$ cat config.mk
export PLATFORM = sky130hd
export DESIGN_NAME = io_window_decode
export DESIGN_NICKNAME = d
export VERILOG_FILES = /design/src/rtl/iowin_pkg.sv /design/src/rtl/iowin_match.sv /design/src/rtl/iowin_reloc.sv /design/src/rtl/iowin_gate.sv /design/src/rtl/io_window_decode.sv
export SDC_FILE = /design/constraint.sdc
export NUM_CORES = 1
export LEC_CHECK = 0
export ABC_CLOCK_PERIOD_IN_PS = 2050
export BUFFER_PORTS_ARGS = -buffer_cell sky130_fd_sc_hd__clkbuf_2
export CORE_MARGIN = 2
export CORE_UTILIZATION = 31
export DETAILED_ROUTE_END_ITERATION = 12
export PLACE_DENSITY = 0.77
export SETUP_SLACK_MARGIN = 0.05
export SLEW_MARGIN = 5
export SYNTH_ARGS = -nofsm -noshare
export SYNTH_HDL_FRONTEND = slang
export SYNTH_HIERARCHICAL = 1
export SYNTH_SLANG_ARGS = --single-unit
$ cat constraint.sdc
create_clock -name clk -period 2.05 [get_ports clk]
set_input_delay 0.205 -clock clk [delete_from_list [all_inputs] [get_ports clk]]
set_output_delay 0.205 -clock clk [all_outputs]
set_load 0.02 [all_outputs]
$ cat src/rtl/iowin_pkg.sv
package iowin_pkg;
  parameter int ADDR_W   = 16;
  parameter int DATA_W   = 8;
  parameter int OFS_W    = 6;
  parameter int BASE_W   = 2;
  localparam int PAGE_W  = OFS_W + BASE_W;
  localparam int HI_W    = ADDR_W - PAGE_W;
  localparam logic [OFS_W-1:0] RELOC_OFS = {OFS_W{1'b1}};
  localparam logic [BASE_W-1:0] BASE_RST = '0;

  typedef struct packed {
    logic             hit;
    logic             miss;
    logic [OFS_W-1:0] ofs;
  } dec_t;
endpackage

$ cat src/rtl/iowin_match.sv
module iowin_match
  import iowin_pkg::*;
(
  input  logic              cyc_io,
  input  logic [ADDR_W-1:0] addr,
  input  logic              force_hi_zero,
  input  logic [BASE_W-1:0] base,
  output dec_t              dec
);
  logic [HI_W-1:0] hi_eff;
  logic            page_ok;
  logic            slot_ok;

  always_comb begin
    hi_eff   = force_hi_zero ? '0 : addr[ADDR_W-1:PAGE_W];
    page_ok  = (hi_eff == '0);
    slot_ok  = (addr[PAGE_W-1:OFS_W] == base);
    dec.hit  = cyc_io & page_ok & slot_ok;
    dec.miss = cyc_io & ~dec.hit;
    dec.ofs  = dec.hit ? addr[OFS_W-1:0] : '0;
  end
endmodule

$ cat src/rtl/iowin_reloc.sv
module iowin_reloc
  import iowin_pkg::*;
(
  input  logic              clk,
  input  logic              rst_n,
  input  logic              cyc_io,
  input  logic              wr_hit,
  input  logic              rd_hit,
  input  logic [DATA_W-1:0] wr_data,
  output logic [BASE_W-1:0] base,
  output logic [DATA_W-1:0] rd_data
);
  logic              pend_q;
  logic [BASE_W-1:0] pend_val_q;

  always_ff @(posedge clk or negedge rst_n) begin
    if (!rst_n) begin
      base       <= BASE_RST;
      pend_q     <= 1'b0;
      pend_val_q <= '0;
    end else if (wr_hit) begin
      pend_q     <= 1'b1;
      pend_val_q <= wr_data[DATA_W-1 -: BASE_W];
    end else if (!cyc_io && pend_q) begin
      base   <= pend_val_q;
      pend_q <= 1'b0;
    end
  end

  always_comb begin
    rd_data = '0;
    if (rd_hit) rd_data[DATA_W-1 -: BASE_W] = base;
  end
endmodule

$ cat src/rtl/iowin_gate.sv
module iowin_gate
  import iowin_pkg::*;
(
  input  dec_t dec,
  input  logic io_rd,
  input  logic io_wr,
  output logic ext_en,
  output logic ext_rd,
  output logic ext_wr
);
  always_comb begin
    ext_en = dec.miss;
    ext_rd = io_rd & ~dec.hit;
    ext_wr = io_wr & ~dec.hit;
  end
endmodule

$ cat src/rtl/io_window_decode.sv
module io_window_decode
  import iowin_pkg::*;
(
  input  logic              clk,
  input  logic              rst_n,
  input  logic              cyc_io,
  input  logic [ADDR_W-1:0] io_addr,
  input  logic              io_rd,
  input  logic              io_wr,
  input  logic              force_hi_zero,
  input  logic [DATA_W-1:0] wr_data,
  output logic              int_sel,
  output logic [OFS_W-1:0]  reg_ofs,
  output logic              ext_en,
  output logic              ext_rd,
  output logic              ext_wr,
  output logic [DATA_W-1:0] rd_data
);
  dec_t              dec;
  logic [BASE_W-1:0] win_base;
  logic              reloc_at;

  iowin_match u_match (
    .cyc_io(cyc_io), .addr(io_addr), .force_hi_zero(force_hi_zero),
    .base(win_base), .dec(dec)
  );

  assign reloc_at = dec.hit & (dec.ofs == RELOC_OFS);

  iowin_reloc u_reloc (
    .clk(clk), .rst_n(rst_n), .cyc_io(cyc_io),
    .wr_hit(reloc_at & io_wr), .rd_hit(reloc_at & io_rd),
    .wr_data(wr_data), .base(win_base), .rd_data(rd_data)
  );

  iowin_gate u_gate (
    .dec(dec), .io_rd(io_rd), .io_wr(io_wr),
    .ext_en(ext_en), .ext_rd(ext_rd), .ext_wr(ext_wr)
  );

  assign int_sel = dec.hit;
  assign reg_ofs = dec.ofs;
endmodule

After elaboration in Yosys (flattened, before gate mapping)
Cells that the tools add are included.
{"block": "op_classes", "n_addsub": 0, "multipliers": 0, "div_mod_pow": 0, "n_lt_le_gt_ge": 0, "eq_ne": 2, "shifts": 0, "mux": 5, "bitwise": 10, "n_reduce_logical": 5}
{"cell": "$and 1x1->1", "count": 8}
{"cell": "$logic_not 8->1", "count": 1}
{"cell": "$mux 8", "count": 1}
{"cell": "$eq 6x6->1 const B", "count": 1}
{"cell": "$mux 6", "count": 1}
{"cell": "$eq 2x2->1", "count": 1}
{"cell": "$mux 1", "count": 2}
{"cell": "$mux 2", "count": 1}
{"cell": "$not 1->1", "count": 2}
{"cell": "$reduce_and 2->1", "count": 1}
{"cell": "$reduce_bool 2->1", "count": 1}
{"cell": "$logic_and 1x1->1", "count": 1}
{"cell": "$logic_not 1->1", "count": 1}
{"block": "totals", "register_bits": 5, "latch_bits": 0, "ram_bits": 0, "rom_bits": 0, "out_inout_bits": 18, "elab_cells": 25, "memories": 0}

Logic depth before layout (Yosys ltp)
Gate-level depths: netlist of the first run.
{"block": "logic_depth", "ltp_word": 10, "depth_mapped": 7, "mapped_depth_nobuf": 7}

By module
Netlist of the first run, hierarchy kept.
{"module": "iowin_reloc", "instances": 1, "cells_each": 20, "area_each_um2": 252.7, "seq_area_each_um2": 125.1}
{"module": "iowin_match", "instances": 1, "cells_each": 14, "area_each_um2": 112.6, "seq_area_each_um2": 0.0}
{"module": "io_window_decode", "instances": 1, "cells_each": 5, "area_each_um2": 26.3, "seq_area_each_um2": 0.0}
{"module": "iowin_gate", "instances": 1, "cells_each": 3, "area_each_um2": 20.0, "seq_area_each_um2": 0.0}

Worst setup path after synthesis of the first run
No wires, ideal clock.
{"block": "synth_timing", "kind": "reg2reg", "from": "reg u_reloc.base[0]", "to": "reg u_reloc.pend_val_q[0]", "setup_ps": 125, "arrival_ps": 2183, "path_slack_ps": -258, "stages_incl_launch_ff": 7, "n_path_buf": 0, "period_less_slack_ps": 2308, "cell_sequence": "dfrtp_1 xnor2_1 nand3_1 nor3b_1 nand4_1 nor2_1 mux2_2"}
{"block": "synth_via", "elab_chain_cells": 6}
{"item": "start, declared", "line_no": "iowin_reloc.sv:10", "rtl": "output logic [BASE_W-1:0] base,"}
{"item": "start signal, assigned", "line_no": "iowin_reloc.sv:25", "rtl": "base <= pend_val_q;"}
{"item": "$eq 2x2->1", "line_no": "iowin_match.sv:17", "rtl": "slot_ok = (addr[PAGE_W-1:OFS_W] == base);"}
{"item": "$and 1x1->1", "line_no": "iowin_match.sv:18", "rtl": "dec.hit = cyc_io & page_ok & slot_ok;"}
{"item": "$mux 6", "line_no": "iowin_match.sv:20", "rtl": "dec.ofs = dec.hit ? addr[OFS_W-1:0] : '0;"}
{"item": "net reg_ofs[2]", "line_no": "io_window_decode.sv:13", "rtl": "output logic [OFS_W-1:0] reg_ofs,"}
{"item": "$eq 6x6->1", "line_no": "io_window_decode.sv:28", "rtl": "assign reloc_at = dec.hit & (dec.ofs == RELOC_OFS);"}
{"item": "$and 1x1->1", "line_no": "io_window_decode.sv:28"}
{"item": "$and 1x1->1", "line_no": "io_window_decode.sv:32", "rtl": ".wr_hit(reloc_at & io_wr), .rd_hit(reloc_at & io_rd),"}
{"item": "end signal, assigned", "line_no": "iowin_reloc.sv:23", "rtl": "pend_val_q <= wr_data[DATA_W-1 -: BASE_W];"}
{"item": "end, declared", "line_no": "iowin_reloc.sv:14", "rtl": "logic [BASE_W-1:0] pend_val_q;"}
The timed path passes the listed nets, and every way through them passes these cells.
A chain may end at the register's enable or synchronous reset.

Worst setup path in the final report of the first run
{"block": "layout_timing", "from": "reg u_reloc.base[0]", "to": "out rd_data[7]"}
{"block": "layout_via", "elab_chain_cells": 7}
{"item": "$eq 2x2->1 (*)", "line_no": "iowin_match.sv:17"}
{"item": "$and 1x1->1 (*)", "line_no": "iowin_match.sv:18"}
{"item": "$mux 6", "line_no": "iowin_match.sv:20"}
{"item": "$eq 6x6->1", "line_no": "io_window_decode.sv:28"}
{"item": "$and 1x1->1 (*)", "line_no": "io_window_decode.sv:28"}
{"item": "$and 1x1->1 (*)", "line_no": "io_window_decode.sv:32"}
{"item": "$mux 2 (*)", "line_no": "iowin_reloc.sv:32", "rtl": "if (rd_hit) rd_data[DATA_W-1 -: BASE_W] = base;"}
{"item": "end, declared", "line_no": "io_window_decode.sv:17", "rtl": "output logic [DATA_W-1:0] rd_data"}
Every way passes the cells marked *; elsewhere a longest branch is shown, timed or not.

==> flow_summary.toml, run 1 <==
[critical_path]
path_depth = 7
critPathBufInv = 1
r2r_end = "u_reloc/base[0]"
crit_path_end = "rd_data[7]"
cp-start-kind = "flop"
r2r_start = "u_reloc/base[0]"
criticalPathCategory = "reg -> out"
reg2regPathDepth = 8
worst_ep_required_time_ps = 1850
crit_slowest_cell = "dfrtp_1"
cp-startpoint = "u_reloc/base[0]"
cp_data_arrival_time_ps = 1860
cpPeakStageDelay_ps = 390
crit_chain = "xnor2_2 > nand3_4 > nor3b_4 > nand4_1 > nor2_2 > and2_1 > clkbuf_8"
endpoint_kind = "output port"
rrSetupSlack_ps = 60
cp_max_fo = 8
critical_path.top_delay_family = "simple AND/OR/NAND/NOR gates"

[global_routing]
grt_start_max_net_pins = 9
grt_pass1_wl_um = 1390
antenna_found_initial = 0
grt_usage_pct = 13.7
overflow = 0
grt_pass1_vias = 365

[job]
drv_cap = 0

[power_and_ir_drop]
leakagePower_uw = 0.000395
ir_drop_mv = 0.269
p_per_area_nw_per_um2 = 375

[timing]
drv_slew = 0
max_freq_ghz = 0.484
rsz0062_at_grt = "yes"
min_period_ps = 2060
clock-skew-final_ps = 3.75
finalCritPeriodShare_pct = 101
tns_ps = -28.3
worst_pin_slew_ps = 834
hold_viol_final = 0
setup_viol = 2
whs_ps = 197
maxSlewHeadroom_pct = 44.4
layout_setup_ws_ps = -14.5

[final_layout]
nets = 115
area_delta_synth_final_pct = 87.8
drive_gt1_share_pct = 76.2
final_core_util_pct = 60.9
n_antenna_cell = 0
final_cells = 99

[run_status]
violations = "negative setup slack"
status = "finished, violations left"

[routing]
final_antenna_net_count = 0
dr_total_vias = 437
drc_errors = 0
wl_per_cell_um = 10.5
avgViaCountPerCell = 4.41
drtIter0Drc = 0
drt-total-wl_um = 1040
first_pass_iters = 1

[synthesis]
synthCells = 42
syn_avg_cell_area_um2 = 9.80
ys_ff_latch = 5
synth_cell_types = 16
syn_area_um2 = 412
ys_seq_area_share_pct = 30.4
yosysWarnings = 6
synth_top_area_share_pct = 30.4
yosysTopAreaCell = "dfrtp_1"
synth_top_cells_by_area = "dfrtp_1 30%, buf_4 13%, mux2_2 11%"

[floorplan]
ioPinCount = 48
die_area_um2 = 1640
die_y_um = 40.4
rows = 13
initial_core_util_pct = 32.4
core_um2 = 1270
die_x_um = 40.4

[clock_network]
clock-root-buffer = "clkbuf_4"
htreeDepth = 1
clock_sinks = 5
clk_pin_slew_ps = 40
insertion_delay_ps = 240
cts_tree = "built"
cts_max_path_buffers = 2
cts_made_buffers = 3

[placed_design]
io_buffers = 35
hpwl_um = 814
place_inst = 90
gp_congestion = 0.626

[min_path]
min-delay-path-class = "in -> reg"
-- cells in the final DEF, fill, tap and decap left out, types with 2 or more instances in the layout --
cell type	netlist	routed
clkbuf_2	0	33
nor3b_4	0	6
conb_1	1	6
dfrtp_1	5	5
buf_4	7	4
nand4_1	3	3
clkbuf_4	0	3
nor2_2	0	2
clkbuf_8	0	2
nor2b_1	2	2
nor4_2	2	2
xnor2_2	0	2
mux2_4	0	2
mux2_2	4	2
-- timing repair --
action,in CTS,in global routing
gates resized for setup,5,4
pin swaps,8,4
endpoints found under the setup margin,2,6
hold buffers,1,0
hold endpoints to repair,5,0
setup buffers,4,0
-- per-stage QoR --
step                      worst slack, ps  cell area [um^2]  total power [uW]
after floorplan                      57.4               531               155
after global placement               1.02               672               179
after detailed placement            -41.3               672               179
after CTS                           -39.6               761               298
after global routing                 -166               773               311
final                               -14.5               773               290
-- synth_stat cells --
master,number
buf_4,7
nor2_1,3
nand3_1,1
xnor2_1,2
nor2b_1,2
a21oi_2,1
nor4_2,2
nand4_1,3
mux2_2,4
nor3b_2,1
and2_1,2
nor3b_1,6
a21o_2,1
dfrtp_1,5
conb_1,1
o21a_1,1
-- metal layers --
metal  wire length [um]  global-route usage [%]  vias to the layer above
met5                  0                       0                        -
met3                 44                    1.67                        0
met4                  0                    12.5                        0
li1                   -                       -                      225
met1                354                    13.1                      197
met2                635                    25.0                       15
-- flip-flops by register name, indices dropped and copies added (netlist names) --
| register | cells |
|---|---|
| u_reloc/pend_val_q | 2 |
| u_reloc/pend_q | 1 |
| u_reloc/base | 2 |
-- worst register-to-register path: cells and delay by family (launching register included) --
kind,cells,cell delay (ps)
xor+xnor,1,190
flops,1,390
mux,1,270
simple gates,5,860
buf+inv,1,170
-- power by group --
group	internal, uW	total (uW)	switching [uW]
clock network	73.3	110	36.7
logic	34.6	81.0	46.4
registers	99.1	99.1	0.0000000538
total	207	290	83.1
-- layout make-up --
type | count | area [um^2]
Multi-Input combinational cell | 35 | 370
Timing Repair Buffer | 40 | 233
Tap cell | 15 | 18.8
Clock buffer | 4 | 26.3
Fill cell | 114 | 495
Sequential cell | 5 | 125
-- kinds of logic after synthesis --
logic type      after synthesis  synth area share (%)
buf+inv                       7                  12.8
flops                         5                  30.4
xor+xnor                      2                  4.26
compound gates                3                  6.08
other cells                   1                 0.911
mux                           4                  10.9
simple gates                 20                  34.6
-- worst min-delay path by stage --
stage | startpoint | depth (start not counted) | endpoint | slack, ps
final | wr_data[7] | 2 | u_reloc/pend_val_q[1] | 200
after global routing | wr_data[7] | 2 | u_reloc/pend_val_q[1] | 190
after CTS | wr_data[7] | 2 | u_reloc/pend_val_q[1] | 190
after detailed placement | rst_n | 1 | u_reloc/pend_val_q[1] | 30
after global placement | rst_n | 1 | u_reloc/pend_val_q[1] | 20
after floorplan | rst_n | 0 | u_reloc/base[0] | -90
No activity file was read; power rests on OpenSTA's default activity.
==> run 2: changes to the inputs <==
--- a/config.mk
+++ b/config.mk
@@ -5,15 +5,16 @@
 export SDC_FILE = /design/constraint.sdc
 export NUM_CORES = 1
 export LEC_CHECK = 0
+export ABC_AREA = 1
 export ABC_CLOCK_PERIOD_IN_PS = 2050
 export BUFFER_PORTS_ARGS = -buffer_cell sky130_fd_sc_hd__clkbuf_2
 export CORE_MARGIN = 2
-export CORE_UTILIZATION = 31
+export CORE_UTILIZATION = 38
+export CTS_BUF_LIST = sky130_fd_sc_hd__clkbuf_2
 export DETAILED_ROUTE_END_ITERATION = 12
-export PLACE_DENSITY = 0.77
+export PLACE_DENSITY = 0.82
 export SETUP_SLACK_MARGIN = 0.05
 export SLEW_MARGIN = 5
 export SYNTH_ARGS = -nofsm -noshare
 export SYNTH_HDL_FRONTEND = slang
-export SYNTH_HIERARCHICAL = 1
 export SYNTH_SLANG_ARGS = --single-unit
==> run 2 against run 1 <==
Compared with the run above: sequential power about the same; clock power fell by 15%; largest cell class unchanged; die area rose by 5.1%; count of clock-buffer cells in the layout stayed put; critical path depth rose by 3; design area shrank 5.5%; register-to-register slack better by 700 ps; clock skew grew 3.6 ps; the run now ends clean; worst setup slack better by 320 ps; fmax increased by 18%; first-iteration DRC count is 5 higher; sequential cell count stayed put.
==> flow_summary.toml, run 2 <==
[synthesis]
yosysWarnings = 0
synth_top_cells_by_area = "dfrtp_1 23%, nand2_1 20%, nor2_1 11%"
synthCells = 90
synthArstFlopShare_pct = 100
synth_common_cells = "28 x nand2_1, 16 x nor2_1, 11 x inv_1, 6 x buf_4"
synthFlopType = "dfrtp_1"
syn_avg_cell_area_um2 = 5.92
syn_area_um2 = 533
ys_ff_latch = 5
synth_cell_types = 17
synth_top_area_share_pct = 23.5
yosysMostFrequentCell = "nand2_1"
ys_seq_area_share_pct = 23.5
yosysTopAreaCell = "dfrtp_1"
synth_edf_count = 0

[routing]
drc_errors = 0
wl_per_cell_um = 8.35
first_pass_iters = 4
drtIter0Drc = 5
dr_total_vias = 637
drt-total-wl_um = 1200
avgViaCountPerCell = 4.42
final_antenna_net_count = 0

[final_layout]
final_common_cell = "clkbuf_2"
nets = 160
final_cell_mix = "39 x clkbuf_2, 28 x nand2_1, 16 x nor2_1"
reg.largest.list = "u_reloc.base (2), u_reloc.pend_val_q (2), u_reloc.pend_q (1)"
drive_gt1_share_pct = 41.1
area_delta_synth_final_pct = 37.1
finish.instance_area_um2 = 731
n_antenna_cell = 0
final_core_util_pct = 56.2
final_cells = 144

[global_routing]
antenna_found_initial = 0
grt_start_max_net_pins = 10
grt_pass1_wl_um = 1920
grt_pass1_vias = 524
grt_usage_pct = 14.1
overflow = 0

[timing]
max_freq_ghz = 0.572
rsz0062_at_grt = "no"
min_period_ps = 1750
layout_setup_ws_ps = 303
setup_viol = 0
finalCritPeriodShare_pct = 85.2
clock-skew-final_ps = 7.34
tns_ps = 0
drv_slew = 0
hold_viol_final = 0

[power_and_ir_drop]
p_int_uw = 183
leakagePower_uw = 0.000478
clkPwrFrac_pct = 33.3
p_sw_share_pct = 34.5
pwr-share-seq_pct = 35.8
switching_power_uw = 96.6
ir_drop_mv = 0.285
p_per_area_nw_per_um2 = 383
combPwrFrac_pct = 30.9

[job]
drv_cap = 0

[placed_design]
place_inst = 139
dp_slack_ps = 538
hpwl_um = 1060
io_buffers = 35
place_area_um2 = 701
gp_congestion = 0.775

[floorplan]
ioPinCount = 48
rows = 13
die_x_um = 41.5
initial_core_util_pct = 41.0
die_y_um = 41.5
core_um2 = 1300
die_area_um2 = 1720

[critical_path]
critPathBufInv = 4
endpoint_kind = "output port"
criticalPathCategory = "reg -> out"
cp_max_fo = 3
crit_top_cell = "inv_2"
cpPeakStageDelay_ps = 380
cp-start-kind = "flop"
crit_chain = "inv_2 > nand2_1 > nand2_1 > inv_2 > nor2_2 > nand3_2 > inv_2 > nand2_2 > nor3_2 > clkbuf_2"
worst_ep_required_time_ps = 1850
cp_data_arrival_time_ps = 1540
critical_path.top_delay_family = "simple AND/OR/NAND/NOR gates"
crit_slowest_cell = "dfrtp_1"

[clock_network]
clk_pin_slew_ps = 60
cts_made_buffers = 3
insertion_delay_ps = 220
cts_tree = "built"
htreeDepth = 1
clock_sinks = 5
clock-root-buffer = "clkbuf_2"
ctsResizeCount = 0
cts_max_path_buffers = 2

[min_path]
min-delay-path-class = "in -> reg"

[run_status]
status = "completed"
run 2: cell families after synthesis:
| kind of cell | after synthesis | synth area share, % |
|---|---|---|
| compound gates | 4 | 3.75 |
| other cells | 1 | 0.704 |
| simple gates | 58 | 52.3 |
| buf+inv | 22 | 19.7 |
| flops | 5 | 23.5 |
run 2: power by group through the flow:
| stage | Sequential (uW) | Combinational (uW) | Clock (uW) |
|---|---|---|---|
| 3_3_place_gp | 102 | 82.9 | 0 |
| 6_report | 100 | 86.6 | 93.2 |
| 4_1_cts | 100 | 86.8 | 99.5 |
| 5_1_grt | 100 | 96.9 | 103 |
| 2_1_floorplan | 102 | 56.6 | 0 |
| 3_5_place_dp | 102 | 85.1 | 0 |
run 2: repair_timing:
item	in CTS	in global routing
hold buffers	1	0
hold endpoints to repair	5	0
buffers inserted	0	0
run 2: worst reg2reg max path, stage by stage, from the launching register on:
cell,delay (ps)
dfrtp_1,380
inv_2,70
nand2_1,50
nand2_1,100
nand3_1,130
nor2_4,190
nand4_2,120
nand2_1,80
nand2_1,50
run 2: worst paths after layout:
path	startpoint	endpoint	slack (ps)	cells after the start
max	u_reloc.base[1]	rd_data[7]	300	10
min in group asynchronous	rst_n	u_reloc.pend_val_q[0]	330	2
min reg2reg	u_reloc.pend_q	u_reloc.pend_q	470	2
min	wr_data[6]	u_reloc.pend_val_q[0]	210	3
max reg2reg	u_reloc.base[1]	u_reloc.pend_val_q[1]	760	8
max in group asynchronous	rst_n	u_reloc.pend_val_q[1]	1580	2
run 2: layout make-up:
type,instances,area [um^2]
Multi-Input combinational cell,68,322
Inverter,16,60.1
Sequential cell,5,125
Fill cell,130,571
Tap cell,15,18.8
Clock buffer,4,20.0
Timing Repair Buffer,36,185
run 2: routing by layer:
| metal | vias up | wire length, um | track usage, % |
|---|---|---|---|
| met2 | 23 | 660 | 25.6 |
| met1 | 275 | 459 | 15.7 |
| li1 | 337 | - | - |
| met3 | 2 | 67 | 3.04 |
| met5 | - | 0 | 0 |
| met4 | 0 | 15 | 5.81 |
run 2: metrics by stage:
| step | total power (uW) | hold WS [ps] |
|---|---|---|
| after global placement | 185 | 25.0 |
| after global routing | 300 | 222 |
| after CTS | 286 | 195 |
| after floorplan | 158 | -90.6 |
| final | 280 | 209 |
| after detailed placement | 187 | 25.5 |
